[config.mk]
export PLATFORM = sky130hd
export DESIGN_NAME = lsport_master
export DESIGN_NICKNAME = d
export VERILOG_FILES = /design/src/rtl/lsm_pkg.sv /design/src/rtl/lsm_cmd_reg.sv /design/src/rtl/lsm_fsm.sv /design/src/rtl/lsport_master.sv
export SDC_FILE = /design/constraint.sdc
export NUM_CORES = 1
export LEC_CHECK = 0
export ABC_AREA = 1
export BUFFER_PORTS_ARGS = -buffer_cell sky130_fd_sc_hd__buf_2
export CORE_AREA = 2 2 148 150
export DETAILED_ROUTE_END_ITERATION = 10
export DIE_AREA = 0 0 150 152
export HOLD_SLACK_MARGIN = 0.12
export PLACE_DENSITY = 0.65
export SYNTH_ARGS = -nofsm -noshare
export SYNTH_HDL_FRONTEND = slang
export SYNTH_HIERARCHICAL = 1
export SYNTH_SLANG_ARGS = --single-unit
[constraint.sdc]
create_clock -name clk -period 1.4 [get_ports clk]
set_input_delay 0.28 -clock clk [delete_from_list [all_inputs] [get_ports clk]]
set_output_delay 0.28 -clock clk [all_outputs]
set_load 0.05 [all_outputs]
[src/rtl/lsm_pkg.sv]
package lsm_pkg;
    typedef enum logic [2:0] {
        S_IDLE  = 3'd0,
        S_ADDR  = 3'd1,
        S_STORE = 3'd2,
        S_LOAD  = 3'd3,
        S_RESP  = 3'd4
    } lsm_state_e;
endpackage

[src/rtl/lsm_cmd_reg.sv]
module lsm_cmd_reg #(
    parameter int DATA_W = 64,
    parameter int ADDR_W = 48,
    parameter int LEN_W  = 4
) (
    input  logic              clk,
    input  logic              rst_n,
    input  logic              accept,
    input  logic              capture,
    input  logic [ADDR_W-1:0] cmd_addr,
    input  logic [LEN_W-1:0]  cmd_len,
    input  logic [DATA_W-1:0] cmd_wdata,
    input  logic [DATA_W-1:0] port_rdata,
    output logic [ADDR_W-1:0] addr_q,
    output logic [LEN_W-1:0]  len_q,
    output logic [DATA_W-1:0] wdata_q,
    output logic [DATA_W-1:0] rdata_q
);
    // command fields are held for the whole transaction
    always_ff @(posedge clk or negedge rst_n) begin
        if (!rst_n) begin
            addr_q  <= '0;
            len_q   <= '0;
            wdata_q <= '0;
        end else if (accept) begin
            addr_q  <= cmd_addr;
            len_q   <= cmd_len;
            wdata_q <= cmd_wdata;
        end
    end

    // load data taken only on its valid strobe
    always_ff @(posedge clk or negedge rst_n) begin
        if (!rst_n)       rdata_q <= '0;
        else if (capture) rdata_q <= port_rdata;
    end
endmodule

[src/rtl/lsm_fsm.sv]
module lsm_fsm
    import lsm_pkg::*;
(
    input  logic clk,
    input  logic rst_n,
    input  logic abort,
    input  logic cmd_valid,
    input  logic cmd_store,
    input  logic port_busy,
    input  logic port_addr_ack,
    input  logic port_addr_exc,
    input  logic port_rdata_vld,
    output logic accept,
    output logic capture,
    output logic cmd_ready,
    output logic port_load,
    output logic port_store,
    output logic port_addr_vld,
    output logic port_wstrobe,
    output logic rsp_valid,
    output logic rsp_error
);
    lsm_state_e state_q, state_d;
    logic       store_q;
    logic       err_q;

    assign accept  = (state_q == S_IDLE) && cmd_valid && !port_busy && !abort;
    assign capture = (state_q == S_LOAD) && port_rdata_vld && !abort;

    always_comb begin
        state_d = state_q;
        unique case (state_q)
            S_IDLE:  if (accept) state_d = S_ADDR;
            S_ADDR: begin
                if (port_addr_exc)      state_d = S_RESP;
                else if (port_addr_ack) state_d = store_q ? S_STORE : S_LOAD;
            end
            S_STORE: state_d = S_RESP;
            S_LOAD:  if (port_rdata_vld) state_d = S_RESP;
            S_RESP:  state_d = S_IDLE;
            default: state_d = S_IDLE;
        endcase
        if (abort) state_d = S_IDLE;
    end

    // state register with operation type and error flag
    always_ff @(posedge clk or negedge rst_n) begin
        if (!rst_n) begin
            state_q <= S_IDLE;
            store_q <= 1'b0;
            err_q   <= 1'b0;
        end else begin
            state_q <= state_d;
            if (accept) begin
                store_q <= cmd_store;
                err_q   <= 1'b0;
            end else if (state_q == S_ADDR && port_addr_exc) begin
                err_q   <= 1'b1;
            end
        end
    end

    // outputs decoded from the state
    always_comb begin
        cmd_ready     = 1'b0;
        port_load     = 1'b0;
        port_store    = 1'b0;
        port_addr_vld = 1'b0;
        port_wstrobe  = 1'b0;
        rsp_valid     = 1'b0;
        rsp_error     = 1'b0;
        unique case (state_q)
            S_IDLE:  cmd_ready = !port_busy && !abort;
            S_ADDR, S_LOAD: begin
                port_load     = !store_q;
                port_store    = store_q;
                port_addr_vld = 1'b1;
            end
            S_STORE: begin
                port_store    = 1'b1;
                port_addr_vld = 1'b1;
                port_wstrobe  = 1'b1;
            end
            S_RESP: begin
                rsp_valid = 1'b1;
                rsp_error = err_q;
            end
            default: ;
        endcase
    end
endmodule

[src/rtl/lsport_master.sv]
module lsport_master #(
    parameter int DATA_W = 64,
    parameter int ADDR_W = 48,
    parameter int LEN_W  = 4
) (
    input  logic              clk,
    input  logic              rst_n,
    input  logic              abort,
    input  logic              cmd_valid,
    output logic              cmd_ready,
    input  logic              cmd_store,
    input  logic [ADDR_W-1:0] cmd_addr,
    input  logic [LEN_W-1:0]  cmd_len,
    input  logic [DATA_W-1:0] cmd_wdata,
    output logic              rsp_valid,
    output logic              rsp_error,
    output logic [DATA_W-1:0] rsp_rdata,
    input  logic              port_busy,
    output logic              port_load,
    output logic              port_store,
    output logic [LEN_W-1:0]  port_len,
    output logic [ADDR_W-1:0] port_addr,
    output logic              port_addr_vld,
    input  logic              port_addr_ack,
    input  logic              port_addr_exc,
    output logic [DATA_W-1:0] port_wdata,
    output logic              port_wstrobe,
    input  logic [DATA_W-1:0] port_rdata,
    input  logic              port_rdata_vld
);
    logic accept;
    logic capture;

    lsm_fsm u_fsm (
        .clk            (clk),
        .rst_n          (rst_n),
        .abort          (abort),
        .cmd_valid      (cmd_valid),
        .cmd_store      (cmd_store),
        .port_busy      (port_busy),
        .port_addr_ack  (port_addr_ack),
        .port_addr_exc  (port_addr_exc),
        .port_rdata_vld (port_rdata_vld),
        .accept         (accept),
        .capture        (capture),
        .cmd_ready      (cmd_ready),
        .port_load      (port_load),
        .port_store     (port_store),
        .port_addr_vld  (port_addr_vld),
        .port_wstrobe   (port_wstrobe),
        .rsp_valid      (rsp_valid),
        .rsp_error      (rsp_error)
    );

    lsm_cmd_reg #(
        .DATA_W (DATA_W),
        .ADDR_W (ADDR_W),
        .LEN_W  (LEN_W)
    ) u_cmd (
        .clk        (clk),
        .rst_n      (rst_n),
        .accept     (accept),
        .capture    (capture),
        .cmd_addr   (cmd_addr),
        .cmd_len    (cmd_len),
        .cmd_wdata  (cmd_wdata),
        .port_rdata (port_rdata),
        .addr_q     (port_addr),
        .len_q      (port_len),
        .wdata_q    (port_wdata),
        .rdata_q    (rsp_rdata)
    );
endmodule

Word level (Yosys, flattened, before mapping)
Index checks and enable logic that the tools add are counted.

Register bits: 185. Bits of input ports: 189. Output and inout port bits: 187. Word-level logic and storage cells: 45.

Equality and inequality tests: 7. Mux-type cells: 16. Reductions and logical operators: 15.

Operators by type and width (count): $mux W3 (5); $pmux W3 S4 (1); $mux W1 (9); $logic_and A1 B1 Y1 (7); $eq A3 B2 Y1 const B (2); $ne A3 B3 Y1 const B (2); $ne A4 B4 Y1 const B (1); $eq A3 B1 Y1 const B (1); $eq A3 B3 Y1 const B (1); $logic_not A1 Y1 (3); $logic_not A3 Y1 (1); $reduce_and A3 Y1 (1); $reduce_or A3 Y1 (1); $pmux W1 S2 (1); $reduce_bool A2 Y1 (1); $reduce_or A2 Y1 (1).

Logic depth before layout (Yosys ltp)
Word-level depth: 7. Gate-level depth with buffers: 12. Depth with buffers taken out: 8.

By module
The synthesis kept the hierarchy.

Modules (own cells, without submodules): lsm_cmd_reg (times used 1, cells an instance 760, area each 6771.5 um^2, sequential area each 4504.3 um^2); lsm_fsm (times used 1, cells an instance 60, area each 410.4 um^2, sequential area each 125.1 um^2).

Worst setup path before layout
No wires, ideal clock.

Path type: register to output. Start point: register u_fsm.state_q[2]. End point: output port port_store. Arrival: 1.708 ns. Path slack: -0.588 ns. Cell stages (with the launch flop): 4. Buffers on the path: 1. Cells stage by stage: dfrtp_1 -> buf_6 -> nor2_1 -> o21a_1.

Word-level cells in the longest chain between the ends: 3. Elaborated cells between the ends (all ways): 5. Classes of those cells: eq/ne (3); mux (1); reduce/logical (1).

RTL lines: start, declared (line lsm_fsm.sv:23) `lsm_state_e state_q, state_d;`; start signal, assigned (line lsm_fsm.sv:53) `state_q <= state_d;`; $eq A3 B1 Y1 or $eq A3 B2 Y1 (tied branches) (line lsm_fsm.sv:72) `unique case (state_q)`; $reduce_or A2 Y1; $pmux W1 S2 (*) (line lsm_fsm.sv:72); end, declared (line lsport_master.sv:20) `output logic port_store,`.

Every way passes the cells marked *; elsewhere a longest branch is shown, timed or not.

Worst setup path after layout
Start point: register u_fsm.state_q[2]. End point: register u_cmd.rdata_q[2].

Word-level cells in the longest chain between the ends: 3.

RTL lines: $eq A3 B2 Y1 (line lsm_fsm.sv:28) `assign capture = (state_q == S_LOAD) && port_rdata_vld && !abort;`; $logic_and A1 B1 Y1 (2 in a row) (line lsm_fsm.sv:28); via capture (line lsport_master.sv:32) `logic capture;`; end signal, assigned (line lsm_cmd_reg.sv:35) `else if (capture) rdata_q <= port_rdata;`; end, declared (line lsm_cmd_reg.sv:17) `output logic [DATA_W-1:0] rdata_q`.

The timed path passes the listed nets, and every way through them passes these cells. A chain may end at the register's enable or synchronous reset.

==> key figures <==
Power
  • PD cells: about 1800 nW/um^2
  • P_sw: around 0.011 W
  • Leak: roughly 7.7 nW
  • Flop pwr share: approximately a third
  • Cell Int Power: about 0.013 W
  • Clock power frac: ~23%
  • Gate power share: between 40% and 50%
  • VDD IR max: about 0.96 mV
  • Sw Ratio: between 40% and 50%

Placed design
  • GP Congestion: 0.8570
  • # port buffers: between 300 and 400
  • DP Wirelength: between 15000 and 20000 um

Layout
  • N_diodes: 0
  • Fin util: between 60% and 70%
  • Synth-to-Final Area Change: 90.17%
  • Nets@finish: roughly 1.6k
  • Layout cells sized above 1: 39.44%

Route
  • Vias per Instance: ~4.7
  • DRC Markers: 0
  • Total Wirelength: 29730 um
  • Drt first pass iters: 6
  • Routed len/inst: 17.06 um
  • DRT iter0 DRCs: 500
  • Vias: 8171
  • Number of routed nets with antenna violations: 0

Floorplanning
  • Core ar.: roughly 21000 um^2
  • Die area: ~23000 um^2
  • Num ports: ~380
  • Die width: approximately 150 um
  • Chip height: roughly 150 um
  • Initial core utilization: roughly a third
  • Num rows: 54

Critical path
  • Worst r2r src: u_fsm/state_q[2]$_DFFE_PN0P_
  • Reg2Reg Depth: 9
  • CP endpoint kind: flop
  • Worst path max stage delay: ~0.42 ns
  • CP bufs+invs: 6
  • Cells along the critical path: buf_6 > buf_6 > nor4_4 > buf_4 > clkinv_8 > buf_12 > buf_16 > nand2_1 > nand2_1
  • CP Class: reg2reg
  • Crit path max-delay cell type: dfrtp_1
  • R2R Path End: u_cmd/rdata_q[2]$_DFFE_PN0P_
  • Crit path to: u_cmd/rdata_q[2]$_DFFE_PN0P_
  • R2R Setup Slk: -0.39 ns
  • Worst path required time: around 1.7 ns
  • Worst path arrival time: 2.10 ns
  • Stages on the worst setup path: 9
  • Worst Path Max Fanout: 8
  • Setup crit start kind: flop
  • Family with the most delay on the worst path: buffers and inverters
  • Crit path launch: u_fsm/state_q[2]$_DFFE_PN0P_

STA
  • Final setup violation count: around 190
  • Post-route clock period utilization: 127.9%
  • Slew headroom: 74.97%
  • Final hold viol count: 0
  • Worst Setup Slack, final: -0.3900 ns
  • Pin slew with the least headroom to its limit: 0.3755 ns
  • Setup_tns: -54.23 ns
  • RSZ-0062 raised after global routing: true
  • Fmax: 558.7 MHz
  • Worst clock skew: between 0.015 and 0.02 ns
  • Final Max Slew Viols: 0
  • Min cycle time layout: between 1.5 and 2 ns

CTS
  • CTS Buf Count: 17
  • Worst-Skew Late Latency: approximately 0.42 ns
  • CTS tree: yes
  • Clk slew on worst S/H paths: roughly 0.08 ns
  • Sink Count: 185
  • Root buffer cell: clkbuf_16
  • H-tree depth: 4
  • Max clock buf depth: 2

Synthesis
  • Synth Cell Area: a little over 7000 um^2
  • Post-Syn Instances: 820
  • Seq/Total Area, Yosys: between 60% and 70%
  • Yosys cell types: 24
  • Most frequent cells after synthesis: nand2_1, dfrtp_1, buf_2
  • Largest cells by area after synthesis: dfrtp_1, nand2_1, buf_2
  • Ys flop type: dfrtp_1
  • Ys Warns: 6
  • Async S/R FF share, synth: 100.0%
  • Net Count, Synth: a little over 1k
  • Number of flops mapped to enable cells by yosys: 0
  • Cell taking the most area after synthesis: dfrtp_1
  • Count leader, synth: nand2_1
  • Top cell type's share of synthesized area: 64.46%
  • Seq cells post-synth: 185
  • Syn avg cell area: around 8.8 um^2

Flow run
  • Max-cap viol count: 0

Status
  • Status: finished, violations left
  • Failing checks: setup timing

Worst hold path
  • Worst hold path type: in2reg

GRT
  • Initial antenna violation count: 0
  • First-pass GRT wire length: ~44000 um
  • Pin count of the biggest net entering global routing: 40
  • Gr usage total: around 25%
  • Number of global-route vias before repair: 8559
  • GR Overflow Total: 0
[final cells by class]
class                           instances  area, um^2
Tap cell                              280       350.3
Multi-Input combinational cell        583        2514
Fill cell                            1571        7692
Sequential cell                       185        4629
Clock buffer                           18       439.2
Clock inverter                         12       235.2
Timing Repair Buffer                  652        5398
Inverter                               13       92.59
[cells by family (layout without fill, tap and decap cells)]
| kind of cell | count (synthesis) | after routing | synth area share [%] |
|---|---|---|---|
| flops | 185 | 185 | 64.46 |
| compound gates | 2 | 2 | 0.1742 |
| buf+inv | 52 | 695 | 4.094 |
| simple gates | 581 | 581 | 31.27 |
[stage by stage]
stage               total power [W]  instance area, um^2  worst slack [ns]  hold WS [ns]  instances
detailed placement          0.01734                 9662          -0.08656        0.2075       1477
finish                      0.02420                13660           -0.3900        0.1625       1743
CTS                         0.02395                13380           -0.3538        0.1258       1738
floorplan                   0.01465                 7198           -0.5196      -0.01559        820
global route                0.02523                13660           -0.4645        0.1408       1743
global placement            0.01724                 9662          -0.04881        0.2035       1477
[placed cells by master, fill, tap and decap left out, types with 2 or more instances in the layout]
cell type and instances:
buf_12 19, buf_16 22, buf_2 367, buf_4 25
buf_6 24, buf_8 6, bufbuf_16 4, bufinv_16 6
clkbuf_16 20, clkinv_8 2, clkinvlp_4 2, dfrtp_1 185
dlygate4sd3_1 182, inv_1 7, inv_2 2, inv_6 2
inv_8 2, nand2_1 494, nand2_2 48, nand2_4 12
nand3_1 4, nand4_1 3, nor2_1 8, nor2_2 2
nor2_4 3, nor3_4 3
[metal layers]
metal | vias up | track usage, % | part of all wire, %
li1 | 3760 | - | -
met1 | 3904 | 28.33 | 37
met2 | 411 | 44.38 | 52
met3 | 96 | 5.105 | 6.9
met4 | 0 | 11.01 | 4.1
met5 | - | 0 | 0
[flip-flops by register name, indices dropped and copies added (netlist names)]
signal and cells:
u_cmd/len_q 4, u_fsm/err_q 1, u_cmd/rdata_q 64, u_fsm/state_q 3, u_fsm/store_q 1, u_cmd/addr_q 48
u_cmd/wdata_q 64
[power groups by stage]
stage	Combinational, W	Sequential [W]	Clock, W
after floorplan	0.00170	0.0129	0
after global placement	0.00958	0.00766	0
after detailed placement	0.00965	0.00769	0
after CTS	0.0107	0.00762	0.00566
after global routing	0.0114	0.00788	0.00592
final	0.0109	0.00773	0.00555
[what timing repair did]
item / 4_1_cts / 5_1_grt
hold buffers: 182 / 0
setup endpoints to repair: 185 / 197
pin swaps: 6 / 23
hold endpoints to repair: 299 / 0
gates resized for setup: 84 / 75
buffers inserted: 25 / 4
gates cloned: 25 / 3
[worst min path at each step]
stage / endpoint / startpoint / cells after the start / slack (ns)
after global placement: u_cmd/wdata_q[14]$_DFFE_PN0P_ / rst_n / 1 / 0.20
after detailed placement: u_cmd/wdata_q[30]$_DFFE_PN0P_ / rst_n / 1 / 0.21
after floorplan: u_cmd/addr_q[0]$_DFFE_PN0P_ / rst_n / 0 / -0.02
after CTS: u_fsm/state_q[1]$_DFFE_PN0P_ / port_addr_ack / 3 / 0.13
final: u_fsm/state_q[1]$_DFFE_PN0P_ / port_addr_ack / 3 / 0.16
after global routing: u_fsm/state_q[1]$_DFFE_PN0P_ / port_addr_ack / 3 / 0.14
[worst register-to-register path: stages, from the launching register on]
cell and delay [ns]:
dfrtp_1 0.42, buf_6 0.14, buf_6 0.12, nor4_4 0.27, buf_4 0.21, clkinv_8 0.13, buf_12 0.16, buf_16 0.13
nand2_1 0.07, nand2_1 0.05
No activity file was read; power rests on OpenSTA's default activity.
